===== src/rtl/nseq_pkg.sv =====
package nseq_pkg;
   typedef enum logic [3:0] {
      S_IDLE, S_PRE, S_BYTE, S_TERM, S_POST, S_WAIT, S_FIN, S_TOUT, S_REJ
   } seq_state_t;

   typedef enum logic [1:0] {
      W_OFF, W_PRE, W_SAMP, W_GAP
   } wait_phase_t;

   localparam logic [1:0] MODE_NONE     = 2'd0;
   localparam logic [1:0] MODE_LOW      = 2'd1;
   localparam logic [1:0] MODE_HIGH     = 2'd2;
   localparam logic [1:0] MODE_FULL     = 2'd3;
   localparam int         BUS_W         = 8;
   localparam logic [7:0] TERM_BYTE     = 8'h00;

   function automatic logic mode_valid(input logic [1:0] m);
      return m != MODE_NONE;
   endfunction
endpackage


===== src/rtl/nseq_gap_timer.sv =====
module nseq_gap_timer #(
   parameter int CNT_W = 3
) (
   input  logic             clk,
   input  logic             rst_n,
   input  logic             load,
   input  logic [CNT_W-1:0] len_m1,
   output logic             expired
);
   logic [CNT_W-1:0] cnt;

   if (CNT_W < 1) begin : g_bad_w
      $error("nseq_gap_timer: CNT_W must be at least 1");
   end

   always_ff @(posedge clk) begin
      if (!rst_n)          cnt <= '0;
      else if (load)       cnt <= len_m1;
      else if (cnt != '0)  cnt <= cnt - 1'b1;
   end

   assign expired = (cnt == '0);

   // idle gaps shrink by exactly one per cycle once loaded
   a_r3_gap_countdown: assert property (@(posedge clk) disable iff (!rst_n)
      (!load && cnt != '0) |=> (cnt == $past(cnt) - 1'b1));
endmodule


===== src/rtl/nseq_addr_pick.sv =====
module nseq_addr_pick #(
   parameter int OFS_W = 24
) (
   input  logic             is_addr,
   input  logic [7:0]       cmd,
   input  logic [OFS_W-1:0] ofs,
   input  logic [1:0]       mode,
   input  logic [1:0]       idx,
   output logic [7:0]       byte_out,
   output logic [1:0]       last_idx
);
   import nseq_pkg::*;

   localparam logic [OFS_W-1:0] USED_MASK = OFS_W'(24'hFFFEFF);

   if (OFS_W < 24) begin : g_bad_ofs
      $error("nseq_addr_pick: OFS_W must be at least 24");
   end

   logic [7:0] sl_low, sl_mid, sl_top;
   logic       unused_ofs;

   assign sl_low     = ofs[7:0];
   assign sl_mid     = ofs[16:9];
   assign sl_top     = {1'b0, ofs[23:17]};
   assign unused_ofs = ^(ofs & ~USED_MASK);

   always_comb begin
      byte_out = cmd;
      last_idx = 2'd0;
      if (is_addr) begin
         unique case (mode)
            MODE_HIGH: begin
               last_idx = 2'd1;
               byte_out = (idx == 2'd0) ? sl_mid : sl_top;
            end
            MODE_FULL: begin
               last_idx = 2'd2;
               case (idx)
                  2'd0:    byte_out = sl_low;
                  2'd1:    byte_out = sl_mid;
                  default: byte_out = sl_top;
               endcase
            end
            default: begin
               last_idx = 2'd0;
               byte_out = sl_low;
            end
         endcase
      end
   end
endmodule


===== src/rtl/nseq_rdy_wait.sv =====
module nseq_rdy_wait #(
   parameter int PRE_GAP  = 4,
   parameter int POLL_GAP = 2,
   parameter int TO_W     = 32
) (
   input  logic            clk,
   input  logic            rst_n,
   input  logic            start,
   input  logic            rb,
   input  logic [TO_W-1:0] limit,
   output logic            ok,
   output logic            tout
);
   import nseq_pkg::*;

   localparam int GMAX = (PRE_GAP > POLL_GAP) ? PRE_GAP : POLL_GAP;
   localparam int GW   = $clog2(GMAX + 1);

   if (PRE_GAP < 1 || POLL_GAP < 1) begin : g_bad_gap
      $error("nseq_rdy_wait: gaps must be at least one cycle");
   end

   wait_phase_t     phase;
   logic [GW-1:0]   gcnt;
   logic [TO_W-1:0] wcnt;
   logic [TO_W-1:0] wcnt_next;

   assign ok        = (phase == W_SAMP) && rb;
   assign tout      = (phase == W_SAMP) && !rb && (wcnt >= limit);
   assign wcnt_next = (wcnt != '1) ? wcnt + 1'b1 : wcnt;

   always_ff @(posedge clk) begin
      if (!rst_n) begin
         phase <= W_OFF;
         gcnt  <= '0;
         wcnt  <= '0;
      end else if (start) begin
         phase <= W_PRE;
         gcnt  <= GW'(PRE_GAP - 1);
         wcnt  <= '0;
      end else begin
         case (phase)
            W_PRE: begin
               wcnt <= wcnt_next;
               if (gcnt == '0) phase <= W_SAMP;
               else            gcnt  <= gcnt - 1'b1;
            end
            W_SAMP: begin
               wcnt <= wcnt_next;
               if (ok || tout) begin
                  phase <= W_OFF;
               end else begin
                  phase <= W_GAP;
                  gcnt  <= GW'(POLL_GAP - 1);
               end
            end
            W_GAP: begin
               wcnt <= wcnt_next;
               if (gcnt == '0) phase <= W_SAMP;
               else            gcnt  <= gcnt - 1'b1;
            end
            default: phase <= W_OFF;
         endcase
      end
   end

   // completion only on a ready sample
   a_r8_ok_needs_ready: assert property (@(posedge clk) disable iff (!rst_n)
      ok |-> rb);
   // a busy sample that does not time out is followed by an idle gap
   a_r8_busy_then_gap: assert property (@(posedge clk) disable iff (!rst_n)
      (phase == W_SAMP && !rb && !tout && !start) |=> (phase == W_GAP));
   // timeout only ever on a busy device
   a_r9_tout_on_busy: assert property (@(posedge clk) disable iff (!rst_n)
      tout |-> !rb);
   // elapsed wait count never goes backwards while waiting
   a_r9_wcnt_grows: assert property (@(posedge clk) disable iff (!rst_n)
      (phase != W_OFF && !start) |=> (wcnt >= $past(wcnt)));
endmodule


===== src/rtl/nand_cmd_seq.sv =====
module nand_cmd_seq #(
   parameter int OFS_W          = 24,
   parameter int FLAG_W         = 2,
   parameter int TO_W           = 32,
   parameter int LATCH_PRE_GAP  = 4,
   parameter int LATCH_POST_GAP = 4,
   parameter int RDY_PRE_GAP    = 4,
   parameter int RDY_POLL_GAP   = 2
) (
   input  logic              clk,
   input  logic              rst_n,
   input  logic              req_valid,
   output logic              req_ready,
   input  logic              req_is_addr,
   input  logic [7:0]        req_cmd,
   input  logic [OFS_W-1:0]  req_ofs,
   input  logic [1:0]        req_mode,
   input  logic [FLAG_W-1:0] req_flags_latch,
   input  logic [FLAG_W-1:0] req_flags_release,
   input  logic [TO_W-1:0]   rdy_timeout_cycles,
   output logic              done,
   output logic              timeout,
   output logic              rejected,
   output logic              nand_ce,
   output logic              nand_cle,
   output logic              nand_ale,
   output logic              nand_we,
   output logic              nand_pipe_term,
   output logic [7:0]        nand_dq,
   output logic [FLAG_W-1:0] nand_flags,
   input  logic              nand_rb
);
   import nseq_pkg::*;

   localparam int GAP_MAX = (LATCH_PRE_GAP > LATCH_POST_GAP) ? LATCH_PRE_GAP : LATCH_POST_GAP;
   localparam int GAP_W   = $clog2(GAP_MAX + 1);

   if (LATCH_PRE_GAP < 1 || LATCH_POST_GAP < 1) begin : g_bad_gap
      $error("nand_cmd_seq: latch gaps must be at least one cycle");
   end
   if (FLAG_W < 1 || TO_W < 2) begin : g_bad_w
      $error("nand_cmd_seq: FLAG_W and TO_W too small");
   end

   seq_state_t        state, nxt;
   logic              accept, reject_now;
   logic              c_is_addr;
   logic [7:0]        c_cmd;
   logic [OFS_W-1:0]  c_ofs;
   logic [1:0]        c_mode;
   logic [FLAG_W-1:0] c_fl, c_fr;
   logic [1:0]        idx;
   logic              gap_load, gap_exp;
   logic [GAP_W-1:0]  gap_len_m1;
   logic              wait_start, wait_ok, wait_tout;
   logic [7:0]        pick_byte;
   logic [1:0]        pick_last;
   logic              latch_phase, rel_phase;

   assign req_ready  = (state == S_IDLE);
   assign accept     = req_valid && req_ready;
   assign reject_now = req_is_addr && !mode_valid(req_mode);

   always_comb begin
      nxt = state;
      case (state)
         S_IDLE:  if (accept) nxt = reject_now ? S_REJ : S_PRE;
         S_PRE:   if (gap_exp) nxt = S_BYTE;
         S_BYTE:  if (idx == pick_last) nxt = S_TERM;
         S_TERM:  nxt = S_POST;
         S_POST:  if (gap_exp) nxt = c_is_addr ? S_FIN : S_WAIT;
         S_WAIT: begin
            if (wait_ok)        nxt = S_FIN;
            else if (wait_tout) nxt = S_TOUT;
         end
         default: nxt = S_IDLE;
      endcase
   end

   always_ff @(posedge clk) begin
      if (!rst_n) begin
         state     <= S_IDLE;
         c_is_addr <= 1'b0;
         c_cmd     <= '0;
         c_ofs     <= '0;
         c_mode    <= MODE_NONE;
         c_fl      <= '0;
         c_fr      <= '0;
         idx       <= '0;
      end else begin
         state <= nxt;
         if (accept) begin
            c_is_addr <= req_is_addr;
            c_cmd     <= req_cmd;
            c_ofs     <= req_ofs;
            c_mode    <= req_mode;
            c_fl      <= req_flags_latch;
            c_fr      <= req_flags_release;
            idx       <= '0;
         end else if (state == S_BYTE && idx != pick_last) begin
            idx <= idx + 1'b1;
         end
      end
   end

   assign gap_load   = (accept && !reject_now) || (state == S_TERM);
   assign gap_len_m1 = (state == S_TERM) ? GAP_W'(LATCH_POST_GAP - 1)
                                         : GAP_W'(LATCH_PRE_GAP - 1);
   assign wait_start = (state == S_POST) && gap_exp && !c_is_addr;

   nseq_gap_timer #(.CNT_W(GAP_W)) u_gap (
      .clk     (clk),
      .rst_n   (rst_n),
      .load    (gap_load),
      .len_m1  (gap_len_m1),
      .expired (gap_exp)
   );

   nseq_addr_pick #(.OFS_W(OFS_W)) u_pick (
      .is_addr  (c_is_addr),
      .cmd      (c_cmd),
      .ofs      (c_ofs),
      .mode     (c_mode),
      .idx      (idx),
      .byte_out (pick_byte),
      .last_idx (pick_last)
   );

   nseq_rdy_wait #(
      .PRE_GAP  (RDY_PRE_GAP),
      .POLL_GAP (RDY_POLL_GAP),
      .TO_W     (TO_W)
   ) u_wait (
      .clk   (clk),
      .rst_n (rst_n),
      .start (wait_start),
      .rb    (nand_rb),
      .limit (rdy_timeout_cycles),
      .ok    (wait_ok),
      .tout  (wait_tout)
   );

   assign latch_phase    = (state == S_PRE) || (state == S_BYTE) || (state == S_TERM);
   assign rel_phase      = (state == S_POST) || (state == S_WAIT);
   assign nand_ce        = latch_phase || rel_phase;
   assign nand_cle       = latch_phase && !c_is_addr;
   assign nand_ale       = latch_phase && c_is_addr;
   assign nand_we        = (state == S_BYTE) || (state == S_TERM);
   assign nand_pipe_term = (state == S_TERM);
   assign nand_dq        = (state == S_BYTE) ? pick_byte : TERM_BYTE;
   assign nand_flags     = latch_phase ? c_fl :
                           rel_phase   ? (c_fl | (c_is_addr ? c_fr : '0)) : '0;
   assign done           = (state == S_FIN);
   assign timeout        = (state == S_TOUT);
   assign rejected       = (state == S_REJ);

   // strobe only with enable and an active latch line
   a_r12_we_in_latch: assert property (@(posedge clk) disable iff (!rst_n)
      nand_we |-> (nand_ce && (nand_cle || nand_ale)));
   // command and address latches never overlap
   a_r2_latch_exclusive: assert property (@(posedge clk) disable iff (!rst_n)
      !(nand_cle && nand_ale));
   // the terminating write carries zero on the bus
   a_r2_term_zero: assert property (@(posedge clk) disable iff (!rst_n)
      nand_pipe_term |-> (nand_we && nand_dq == 8'h00));
   // the latch falls right after the terminating write, enable held
   a_r3_term_then_release: assert property (@(posedge clk) disable iff (!rst_n)
      nand_pipe_term |=> (nand_ce && !nand_cle && !nand_ale && !nand_we));
   // address operations never enter the ready wait
   a_r3_addr_no_wait: assert property (@(posedge clk) disable iff (!rst_n)
      (state == S_WAIT) |-> !c_is_addr);
   // a rejection comes straight from idle with the bus untouched
   a_r7_reject_quiet: assert property (@(posedge clk) disable iff (!rst_n)
      rejected |-> (!nand_ce && $past(req_ready)));
   // result pulses are mutually exclusive
   a_r11_one_result: assert property (@(posedge clk) disable iff (!rst_n)
      $onehot0({done, timeout, rejected}));
   // a result pulse lasts one cycle and frees the host port
   a_r11_result_then_idle: assert property (@(posedge clk) disable iff (!rst_n)
      (done || timeout || rejected) |=> (req_ready && !done && !timeout && !rejected));
endmodule


===== config.mk =====
export PLATFORM = sky130hd
export DESIGN_NAME = nand_cmd_seq
export DESIGN_NICKNAME = d
export VERILOG_FILES = /design/src/rtl/nseq_pkg.sv /design/src/rtl/nseq_gap_timer.sv /design/src/rtl/nseq_addr_pick.sv /design/src/rtl/nseq_rdy_wait.sv /design/src/rtl/nand_cmd_seq.sv
export SDC_FILE = /design/constraint.sdc
export NUM_CORES = 1
export LEC_CHECK = 0
export ABC_CLOCK_PERIOD_IN_PS = 5980
export CAP_MARGIN = 20
export CORE_MARGIN = 4
export CORE_UTILIZATION = 58
export CTS_BUF_LIST = sky130_fd_sc_hd__clkbuf_4
export DETAILED_ROUTE_END_ITERATION = 8
export GPL_TIMING_DRIVEN = 0
export HOLD_SLACK_MARGIN = 0.03
export PLACE_DENSITY = 0.95
export SLEW_MARGIN = 20
export SYNTH_ARGS = -nofsm -noshare
export SYNTH_HDL_FRONTEND = slang
export SYNTH_SLANG_ARGS = --single-unit

===== constraint.sdc =====
create_clock -name clk -period 5.98 [get_ports clk]
set_input_delay 0.897 -clock clk [delete_from_list [all_inputs] [get_ports clk]]
set_output_delay 0.897 -clock clk [all_outputs]
set_load 0.02 [all_outputs]

**After elaboration in Yosys (flattened, before gate mapping)**

Cells that the tools add are included.

- Bits in registers: 85
- Output and inout port bits: 19
- Input bits: 75

- Bitwise logic cells: 2
- Equality and inequality tests: 28
- Mux-type cells: 29
- Reduce and logical (&&, ||, !) cells: 40
- Add/subtract/negate cells: 4
- Magnitude comparators: 1

Operators by type and width:

| operator | number |
|---|---|
| 32-bit by 1-bit adder with 32-bit output, second input constant | 1 |
| 32-bit greater-or-equal comparator | 1 |
| 32-bit != test, second input constant | 1 |
| 8-bit one-hot mux with 2 select lines | 2 |
| 4-bit two-way mux | 7 |
| 8-bit two-way mux | 3 |
| 4-bit one-hot mux with 6 select lines | 1 |
| 2-bit two-way mux | 10 |
| 4-bit by 3-bit equality test with 1-bit output, second input constant | 4 |
| 1-bit logical AND | 11 |
| 2-bit != test, second input constant | 5 |
| 2-bit equality test, second input constant | 4 |
| 4-bit by 2-bit equality test with 1-bit output, second input constant | 2 |
| 2-bit one-hot mux with 2 select lines | 2 |
| 2-bit OR reduction | 4 |
| 1-bit logical OR | 7 |
| 3-bit logical NOT | 2 |
| 3-bit two-way mux | 2 |
| 3-bit by 1-bit != test with 1-bit output, second input constant | 2 |
| 3-bit by 2-bit != test with 1-bit output, second input constant | 2 |
| 3-bit one-hot mux with 2 select lines | 1 |
| 3-bit AND reduction | 2 |
| 2-bit nonzero test | 3 |
| 3-bit nonzero test | 2 |
| 17 further kinds | 23 |

**Depth between registers and ports, before layout**

Gate-level depths: netlist of run 1.

- Depth in word-level cells: 7
- Depth in mapped cells: 8
- Gate-level depth less buffers: 8

**Hierarchy**

A second synthesis of run 1 with hierarchy kept.

- Cell total of the unflattened synthesis: 645
- Area, all modules: 5235.0 µm²

By module, submodules not included:

| module | instances | cells each | area an instance (µm²) |
|---|---|---|---|
| nseq_rdy_wait | 1 | 309 | 2532.4 |
| nand_cmd_seq | 1 | 247 | 2025.7 |
| nseq_addr_pick | 1 | 67 | 471.7 |
| nseq_gap_timer | 1 | 22 | 205.2 |

**Worst setup path before layout of run 1**

No wires, ideal clock.

- Kind: flip-flop to output port
- From: register idx[0]
- To: output port nand_dq[5]
- Slack: 3.279 ns
- Cell stages (with the launch flop): 7
- Path buffers: 0
- Data required time: 5.083 ns
- Arrival time: 1.804 ns
- Cells stage by stage: dfxtp_1 -> inv_1 -> ha_1 -> a21oi_1 -> a22o_1 -> a22oi_1 -> a211oi_1

- Word-level cells in the longest chain between the ends: 5
- Elaborated cells between the ends (all ways): 7

RTL lines:

| what | RTL line | text |
|---|---|---|
| from (decl) | nand_cmd_seq.sv:52 | `logic [1:0] idx;` |
| from (signal assigned) | nand_cmd_seq.sv:101 | `idx <= idx + 1'b1;` |
| 2-bit by 1-bit equality test with 1-bit output / 2-bit logical NOT (equally long branches) | nseq_addr_pick.sv:39, nseq_addr_pick.sv:35 |  |
| 8-bit one-hot mux with 2 select lines / 8-bit two-way mux (equally long branches) | nseq_addr_pick.sv:39, nseq_addr_pick.sv:35 |  |
| 8-bit one-hot mux with 2 select lines * | nseq_addr_pick.sv:32 | `unique case (mode)` |
| 8-bit two-way mux * | nseq_addr_pick.sv:31 | `if (is_addr) begin` |
| 8-bit two-way mux * | nand_cmd_seq.sv:150 | `assign nand_dq = (state == S_BYTE) ? pick_byte : TERM_BYTE;` |
| to (decl) | nand_cmd_seq.sv:29 | `output logic [7:0] nand_dq,` |

Mark *: on every way between the ends. The rest lies on a longest branch, timed or not.

**Worst setup path after layout of run 1**

- From: register idx[0]
- To: output port nand_dq[4]

Same word-level chain as after synthesis.

==> results of run 1 <==
per-stage QoR:
stage / util (%) / power (µW) / std cells / hold WS [ns] / setup slack (ns)
final: 73.98 / 1556 / 829 / 0.4675 / 2.064
after global placement: 72.28 / 1187 / 813 / 0.4419 / 2.584
after CTS: 73.98 / 1547 / 829 / 0.4667 / 2.145
after detailed placement: 72.28 / 1224 / 813 / 0.4484 / 2.541
after floorplan: - / 1020 / 617 / 0.4358 / 3.279
after global routing: 73.98 / 1640 / 829 / 0.4879 / 1.933
area by class of cell:
| class | count | area, µm² |
|---|---|---|
| Multi-Input combinational cell | 459 | 2882 |
| Fill cell | 575 | 2127 |
| Sequential cell | 84 | 1682 |
| Timing Repair Buffer | 91 | 910.9 |
| Inverter | 45 | 168.9 |
| Buffer | 29 | 135.1 |
| Tap cell | 105 | 131.4 |
| Clock buffer | 10 | 75.07 |
| Clock inverter | 6 | 63.81 |
metal layers:
metal	up-vias	track usage (%)	share of wire, %
met5	-	0	0
met4	0	10.29	2.8
met3	48	4.909	6.7
met2	202	45.61	51
met1	2278	30.50	40
li1	2341	-	-
state kept, by name, indices dropped and copies added, names as in the netlist:
| signal | flops |
|---|---|
| c_fl | 2 |
| u_wait.phase | 2 |
| u_wait.gcnt | 3 |
| u_wait.wcnt | 32 |
| idx | 2 |
| c_fr | 2 |
| c_ofs | 23 |
| c_cmd | 8 |
| state | 4 |
| c_mode | 2 |
| u_gap.cnt | 3 |
| c_is_addr | 1 |
cell usage in the layout, fill, tap and decap left out, types with 3 or more instances in the layout:
| cell | count |
|---|---|
| a211oi_1 | 10 |
| nor3_1 | 5 |
| nand4_1 | 15 |
| nor2b_1 | 3 |
| o21ai_0 | 16 |
| clkdlybuf4s50_1 | 91 |
| nand3b_1 | 4 |
| clkbuf_1 | 18 |
| a21oi_1 | 66 |
| nand2_1 | 104 |
| xor2_1 | 11 |
| nor3_2 | 7 |
| ha_1 | 39 |
| nand2b_1 | 11 |
| xnor2_1 | 17 |
| a22oi_1 | 6 |
| buf_2 | 9 |
| clkbuf_4 | 10 |
| or3_1 | 5 |
| inv_1 | 44 |
| and3_1 | 7 |
| a21o_1 | 3 |
| and4_1 | 5 |
| nor2_1 | 55 |
| a22o_1 | 7 |
| nand3_1 | 15 |
| nor3b_1 | 3 |
| dfxtp_1 | 84 |
synth_stat cells, types with 2 or more instances:
cell type  instances  area share [%]
o31a_1             2            0.36
nor3_2             7             1.4
a21oi_1           66             6.8
nand2_1          104             8.0
nor3_1             5            0.51
and4_1             5            0.90
dfxtp_1           84              35
buf_6              2            0.46
mux2_2             2            0.46
buf_2              9            0.93
a211oi_1          10             1.5
and3_1             7            0.90
nand4_2            2            0.51
nor3b_1            3            0.46
nor2b_1            3            0.39
nand2b_1          11             1.4
nand4_1           15             1.9
a21o_1             3            0.46
inv_1             44             3.4
nand3b_1           4            0.62
nor2_1            55             4.2
ha_1              39              10
nor4b_1            2            0.36
o211ai_1           2            0.31
nand3_1           15             1.5
xor2_1            11             2.0
a21oi_2            2            0.36
or3_1              5            0.64
a22o_1             7             1.3
a31oi_1            2            0.26
o21ai_0           16             1.6
nor4_1             2            0.26
clkbuf_1          18             1.4
a311oi_1           2            0.36
or2_2              2            0.26
xnor2_1           17             3.1
and2_1             2            0.26
a22oi_1            6            0.93
logic make-up (layout without fill, tap and decap cells):
group,after synthesis,count (layout)
simple gates,257,257
compound gates,132,132
flops,84,84
buf+inv,74,181
fa+ha+maj,39,39
xor+xnor,28,28
mux,3,3
worst reg2reg max path, cell delays in order, from the launching register on:
cell	delay, ns
dfxtp_1	0.43
inv_1	0.06
ha_1	0.26
nand2b_1	0.13
a2111oi_0	0.54
nor4b_1	0.15
o311a_1	0.39
o21ai_0	0.29
a41oi_1	0.16
power groups by stage:
| stage | combinational [µW] | sequential (µW) | clock, µW |
|---|---|---|---|
| 5_1_grt | 611 | 670 | 359 |
| 3_5_place_dp | 549 | 675 | 0 |
| 3_3_place_gp | 518 | 670 | 0 |
| 6_report | 557 | 664 | 334 |
| 4_1_cts | 551 | 662 | 333 |
| 2_1_floorplan | 357 | 663 | 0 |
worst min-delay path by stage:
stage | endpoint | depth (start not counted) | startpoint | slack [ns]
after floorplan | c_fl[0] | 2 | c_fl[0] | 0.44
after global routing | c_ofs[5] | 2 | c_ofs[5] | 0.49
after global placement | c_ofs[7] | 2 | c_ofs[7] | 0.44
after CTS | c_ofs[5] | 2 | c_ofs[5] | 0.47
final | c_fr[1] | 2 | c_fr[1] | 0.47
after detailed placement | c_ofs[5] | 2 | c_ofs[5] | 0.45
==> results.txt, run 1 <==
H-tree depth -> 3
Drc violations -> 0
Cts hold-fix bufs -> 0
Final Skew -> 0.01481 ns
Crit path time final -> 3.916 ns
Hold Crit Class -> flop to flop
Adder-Cell Fraction of Synth Area -> 10.03%
Critical Setup Path Class -> flop to primary output
CP bufs+invs -> 2
Placeable Area -> 8175 µm²
Number of post-CTS setup repair buffers -> 0
Pre-antenna DRT Iters -> 5
Share of cells above drive strength 1 -> 6.768%
CTS tree -> built
Worst-Skew Late Latency -> 0.44 ns
Mapped Avg Cell Area -> 7.888 µm²
Clk sinks -> 84
Synth Area in Simple Gates -> 26.48%
Worst setup SP type -> flop
Switching share of power -> 36.59%
Max-Cap Viols -> 0
Post-Synth XOR/XNOR Area -> 5.039%
Full die area -> 9921 µm²
Top Family by Delay on Critical Path -> compound AO/OA/AOI/OAI gates
GRT Total Usage -> 25.74%
Compound-Gate Fraction of Synth Area -> 16.99%
Worst endpoint required time -> 5.08 ns
Static Leakage -> 0.002421 µW
Post-synthesis instance total -> 617
GP Congestion -> 0.9153
DR vias -> 4869
F_max -> 255.4 MHz
Die H -> 99.61 µm
# resized after CTS -> 0
Clk network pwr share -> 21.5%
Post-synth EDFFs -> 0
Detailed-route wire length per cell -> 15.68 µm
Num rows -> 33
Setup Viol. Count Final -> 0
Status -> finished, final reports clean
IO Pins -> 94
ANT nets after route -> 0
R2r worst-path depth -> 8
Post-DR vias/cell -> 5.873
Sequential share of power -> 42.7%
Total Nets Final -> 833
Worst slew pin tran -> 0.6476 ns
Num CTS Buffers -> 9
Power Dens Cells -> 257.2 nW/µm²
Global route overflow -> 0
Port Buffer Count -> 91
FF-to-FF Start -> u_wait.wcnt[0]
Largest net degree at the start of global routing -> 15
Final Cycle Share -> 65.48%
CP Depth -> 7
CTS Root Cell -> clkbuf_4
Launch point of the worst path -> idx[0]
CTS max path bufs -> 2
Synth warnings -> 0
Top FF cell, synth -> dfxtp_1
Slowest stage delay, CP -> 0.67 ns
Synthesized Nets -> 731
DR iter-0 viols -> 313
HPWL Detailed -> 10.13 mm
Crit path DAT -> 3.02 ns
CP max stage cell -> clkdlybuf4s50_1
Max transition margin -> 56.43%
Int Pwr -> 986.3 µW
Comb power frac -> 35.8%
Clock transition at path regs -> 0.14 ns
First-pass GRT wire length -> 21.22 mm
Largest family of logic cells by synthesized area -> simple AND/OR/NAND/NOR gates
Switching pwr -> 569.2 µW
R2r setup slk -> 3.46 ns
Final WL -> 13.00 mm
Final TNS setup -> 0 ns
Max Slew Vio Count -> 0
Multiplexer share of the synthesized area -> 0.6684%
Yosys reg bits -> 84
Post-synth ARST share -> 0%
Register area share after synthesis -> 34.55%
Mapped Area -> 4867 µm²
Number of global-route vias before repair -> 4859
Crit path capture type -> primary output
Total inserted antenna cells -> 0
Fin. Hold Viols -> 0
CP Max Fanout -> 6
Crit Reg-Reg Endpoint -> state[1]
Peak VDD IR -> 0.1742 mV
Die X -> 99.61 µm
Final Cell Area -> 6048 µm²
RSZ-0062 raised after global routing -> no
Placed inst area -> 5909 µm²
Post-synth cell types -> 62
Initial Utilization -> 59.53%
Setup crit end -> nand_dq[4]
Worst-path cell chain -> inv_1 > ha_1 > a21oi_1 > a22o_1 > a22oi_1 > a211oi_1 > clkdlybuf4s50_1
Initial antenna violation count -> 0
Area grow syn2layout -> 24.27%
Note: power is estimated with default switching activity, not from simulation.
==> run 2, diff against run 1 <==
--- a/config.mk
+++ b/config.mk
@@ -5,15 +5,15 @@
 export SDC_FILE = /design/constraint.sdc
 export NUM_CORES = 1
 export LEC_CHECK = 0
-export ABC_CLOCK_PERIOD_IN_PS = 5980
+export ABC_CLOCK_PERIOD_IN_PS = 4090
 export CAP_MARGIN = 20
 export CORE_MARGIN = 4
-export CORE_UTILIZATION = 58
+export CORE_UTILIZATION = 54
 export CTS_BUF_LIST = sky130_fd_sc_hd__clkbuf_4
 export DETAILED_ROUTE_END_ITERATION = 8
 export GPL_TIMING_DRIVEN = 0
 export HOLD_SLACK_MARGIN = 0.03
-export PLACE_DENSITY = 0.95
+export PLACE_DENSITY = 0.9
 export SLEW_MARGIN = 20
 export SYNTH_ARGS = -nofsm -noshare
 export SYNTH_HDL_FRONTEND = slang
==> constraint.sdc (replaced) <==
create_clock -name clk -period 4.09 [get_ports clk]
set_input_delay 0.6135 -clock clk [delete_from_list [all_inputs] [get_ports clk]]
set_output_delay 0.6135 -clock clk [all_outputs]
set_load 0.02 [all_outputs]
==> results.txt, run 2 (synthesized netlist as in run 1, its figures left out) <==
Global route overflow -> 0 (unchanged)
F_max -> 280.8 MHz
Detailed-route wire length per cell -> 14.73 µm (was 15.68 µm)
Max reg flops -> 32 (unchanged)
Fin. Hold Viols -> 0 (unchanged)
Largest Register -> u_wait.wcnt (unchanged)
Hold Crit Class -> flop to flop (unchanged)
Setup Viol. Count Final -> 0 (unchanged)
Number of post-CTS setup repair buffers -> 0 (unchanged)
Initial antenna violation count -> 0 (unchanged)
First-pass GRT wire length -> 20.62 mm (was 21.22 mm)
Final WL -> 12.26 mm (was 13.00 mm)
CTS tree -> built (unchanged)
Clk network pwr share -> 23.7% (was 21.5%)
R2r worst-path depth -> 7 (was 8)
Non-Filler Instances -> 832 (was 829)
Met2 GRT Util -> 39.96% (was 45.61%)
Num CTS Buffers -> 9 (unchanged)
Full die area -> 10600 µm² (was 9921 µm²)
CP max stage cell -> clkdlybuf4s50_1 (unchanged)
Max transition margin -> 53.71% (was 56.43%)
Port Buffer Count -> 91 (unchanged)
Total inserted antenna cells -> 0 (unchanged)
DR iter-0 viols -> 241 (was 313)
Share of cells above drive strength 1 -> 6.630% (was 6.768%)
CTS Root Cell -> clkbuf_4 (unchanged)
Layout Utilization -> 69.36% (was 73.98%)
Launch point of the worst path -> idx[0] (unchanged)
Final Skew -> 0.01421 ns (was 0.01481 ns)
Comb power frac -> 34.6% (was 35.8%)
Worst setup SP type -> flop (unchanged)
Initial Utilization -> 55.54% (was 59.53%)
Switching pwr -> 818.0 µW (was 569.2 µW)
Clk sinks -> 84 (unchanged)
Status -> finished, final reports clean (unchanged)
Static Leakage -> 0.002432 µW (was 0.002421 µW)
Critical Setup Path Class -> flop to primary output (unchanged)
Max Slew Vio Count -> 0 (unchanged)
Cts hold-fix bufs -> 0 (unchanged)
Worst endpoint required time -> 3.48 ns (was 5.08 ns)
Top flop regs -> u_wait.wcnt: 32 flops, c_ofs: 23 flops, c_cmd: 8 flops (unchanged)
Die X -> 102.9 µm (was 99.61 µm)
Crit Reg-Reg Endpoint -> u_wait.phase[0] (was state[1])
Pre-antenna DRT Iters -> 5 (unchanged)
GRT met1 Usage -> 30.85% (was 30.50%)
Top Family by Delay on Critical Path -> compound AO/OA/AOI/OAI gates (unchanged)
Worst slew pin tran -> 0.6880 ns (was 0.6476 ns)
Switching share of power -> 35.27% (was 36.59%)
RSZ-0062 raised after global routing -> no (unchanged)
Max-Cap Viols -> 0 (unchanged)
Placeable Area -> 8763 µm² (was 8175 µm²)
Commonest cells after routing, fill and taps aside -> nand2_1, clkdlybuf4s50_1, dfxtp_1 (unchanged)
Setup crit end -> nand_dq[2] (was nand_dq[4])
Largest net degree at the start of global routing -> 16 (was 15)
Met3 usage -> 3.924% (was 4.909%)
Post-DR vias/cell -> 5.704 (was 5.873)
Peak VDD IR -> 0.2186 mV (was 0.1742 mV)
Crit path DAT -> 2.95 ns (was 3.02 ns)
CP Depth -> 7 (unchanged)
Post-Place Cells -> 816 (was 813)
Placed inst area -> 5913 µm² (was 5909 µm²)
H-tree depth -> 3 (unchanged)
Number of global-route vias before repair -> 4630 (was 4859)
Worst-Skew Late Latency -> 0.44 ns (about the same)
FF-to-FF Start -> u_wait.wcnt[30] (was u_wait.wcnt[0])
ANT nets after route -> 0 (unchanged)
GP Congestion -> 0.8901 (was 0.9153)
Int Pwr -> 1501 µW (was 986.3 µW)
CP bufs+invs -> 2 (unchanged)
Die H -> 102.9 µm (was 99.61 µm)
HPWL Detailed -> 9.542 mm (was 10.13 mm)
GRT Total Usage -> 23.81% (was 25.74%)
Commonest non-fill, non-tap cell in the layout -> nand2_1 (unchanged)
Clock transition at path regs -> 0.12 ns (was 0.14 ns)
Worst-path cell chain -> inv_1 > ha_1 > a21oi_1 > a22o_1 > a22oi_1 > a211oi_1 > clkdlybuf4s50_1 (unchanged)
DR vias -> 4746 (was 4869)
Crit path time final -> 3.562 ns
Slowest stage delay, CP -> 0.66 ns (was 0.67 ns)
CTS max path bufs -> 2 (unchanged)
Grt peak-use layer -> met2 (unchanged)
Final Cycle Share -> 87.09%
Area grow syn2layout -> 24.88% (was 24.27%)
Final TNS setup -> 0 ns (unchanged)
Final Cell Area -> 6078 µm² (was 6048 µm²)
R2r setup slk -> 1.66 ns (was 3.46 ns)
Drc violations -> 0 (unchanged)
Crit path capture type -> primary output (unchanged)
Num rows -> 34 (was 33)
IO Pins -> 94 (unchanged)
# resized after CTS -> 0 (unchanged)
Total Nets Final -> 833 (unchanged)
Sequential share of power -> 41.7% (was 42.7%)
CP Max Fanout -> 6 (unchanged)
Power Dens Cells -> 381.5 nW/µm² (was 257.2 nW/µm²)
## run 2: changes by cell type in the layout (fill, tap and decap cells not counted), sizes merged
| cell | delta |
|---|---|
| bufinv | +1 |
| clkbuf | -1 |
| clkinvlp | -1 |
| inv | +1 |
## run 2: per-stage QoR
| stage | power, µW | setup slack (ns) | hold WS, ns |
|---|---|---|---|
| finish | 2319 | 0.5281 | 0.4688 |
| global route | 2465 | 0.3142 | 0.4882 |
| CTS | 2320 | 0.5592 | 0.4674 |
| detailed placement | 1779 | 0.9566 | 0.4485 |
| global placement | 1741 | 0.9176 | 0.4424 |
| floorplan | 1491 | 1.672 | 0.4358 |
## run 2: power by group through the flow
| stage | registers, µW | clock network (µW) | logic [µW] |
|---|---|---|---|
| floorplan | 970 | 0 | 522 |
| global placement | 979 | 0 | 762 |
| detailed placement | 985 | 0 | 794 |
| CTS | 966 | 556 | 797 |
| global route | 981 | 590 | 894 |
| finish | 968 | 549 | 802 |
## run 2: layout make-up
cell class	instances	area, µm²
buffer	29	135.1
sequential	84	1682
clock inverter	7	97.59
multi-input combinational	459	2882
timing repair buffer	91	910.9
tap	108	135.1
clock buffer	9	67.56
inverter	45	168.9
fill	730	2685
## run 2: per-layer routing
metal / wire [µm] / vias to the layer above
met2: 5957 / 180
met3: 805 / 27
li1: - / 2344
met5: 0 / -
met4: 253 / 0
met1: 5239 / 2195
## run 2: worst min-delay path, cell delays in order, from the launching register on
cell and delay, ns:
dfxtp_1 0.33, nand2_1 0.05, a21oi_1 0.05
## run 2: worst min-delay path by stage
stage | from | end | slack, ns | cells past startpoint
floorplan | c_fl[0] | c_fl[0] | 0.44 | 2
global placement | c_ofs[3] | c_ofs[3] | 0.44 | 2
detailed placement | c_ofs[3] | c_ofs[3] | 0.45 | 2
CTS | c_ofs[3] | c_ofs[3] | 0.47 | 2
global route | c_ofs[3] | c_ofs[3] | 0.49 | 2
finish | c_ofs[21] | c_ofs[21] | 0.47 | 2
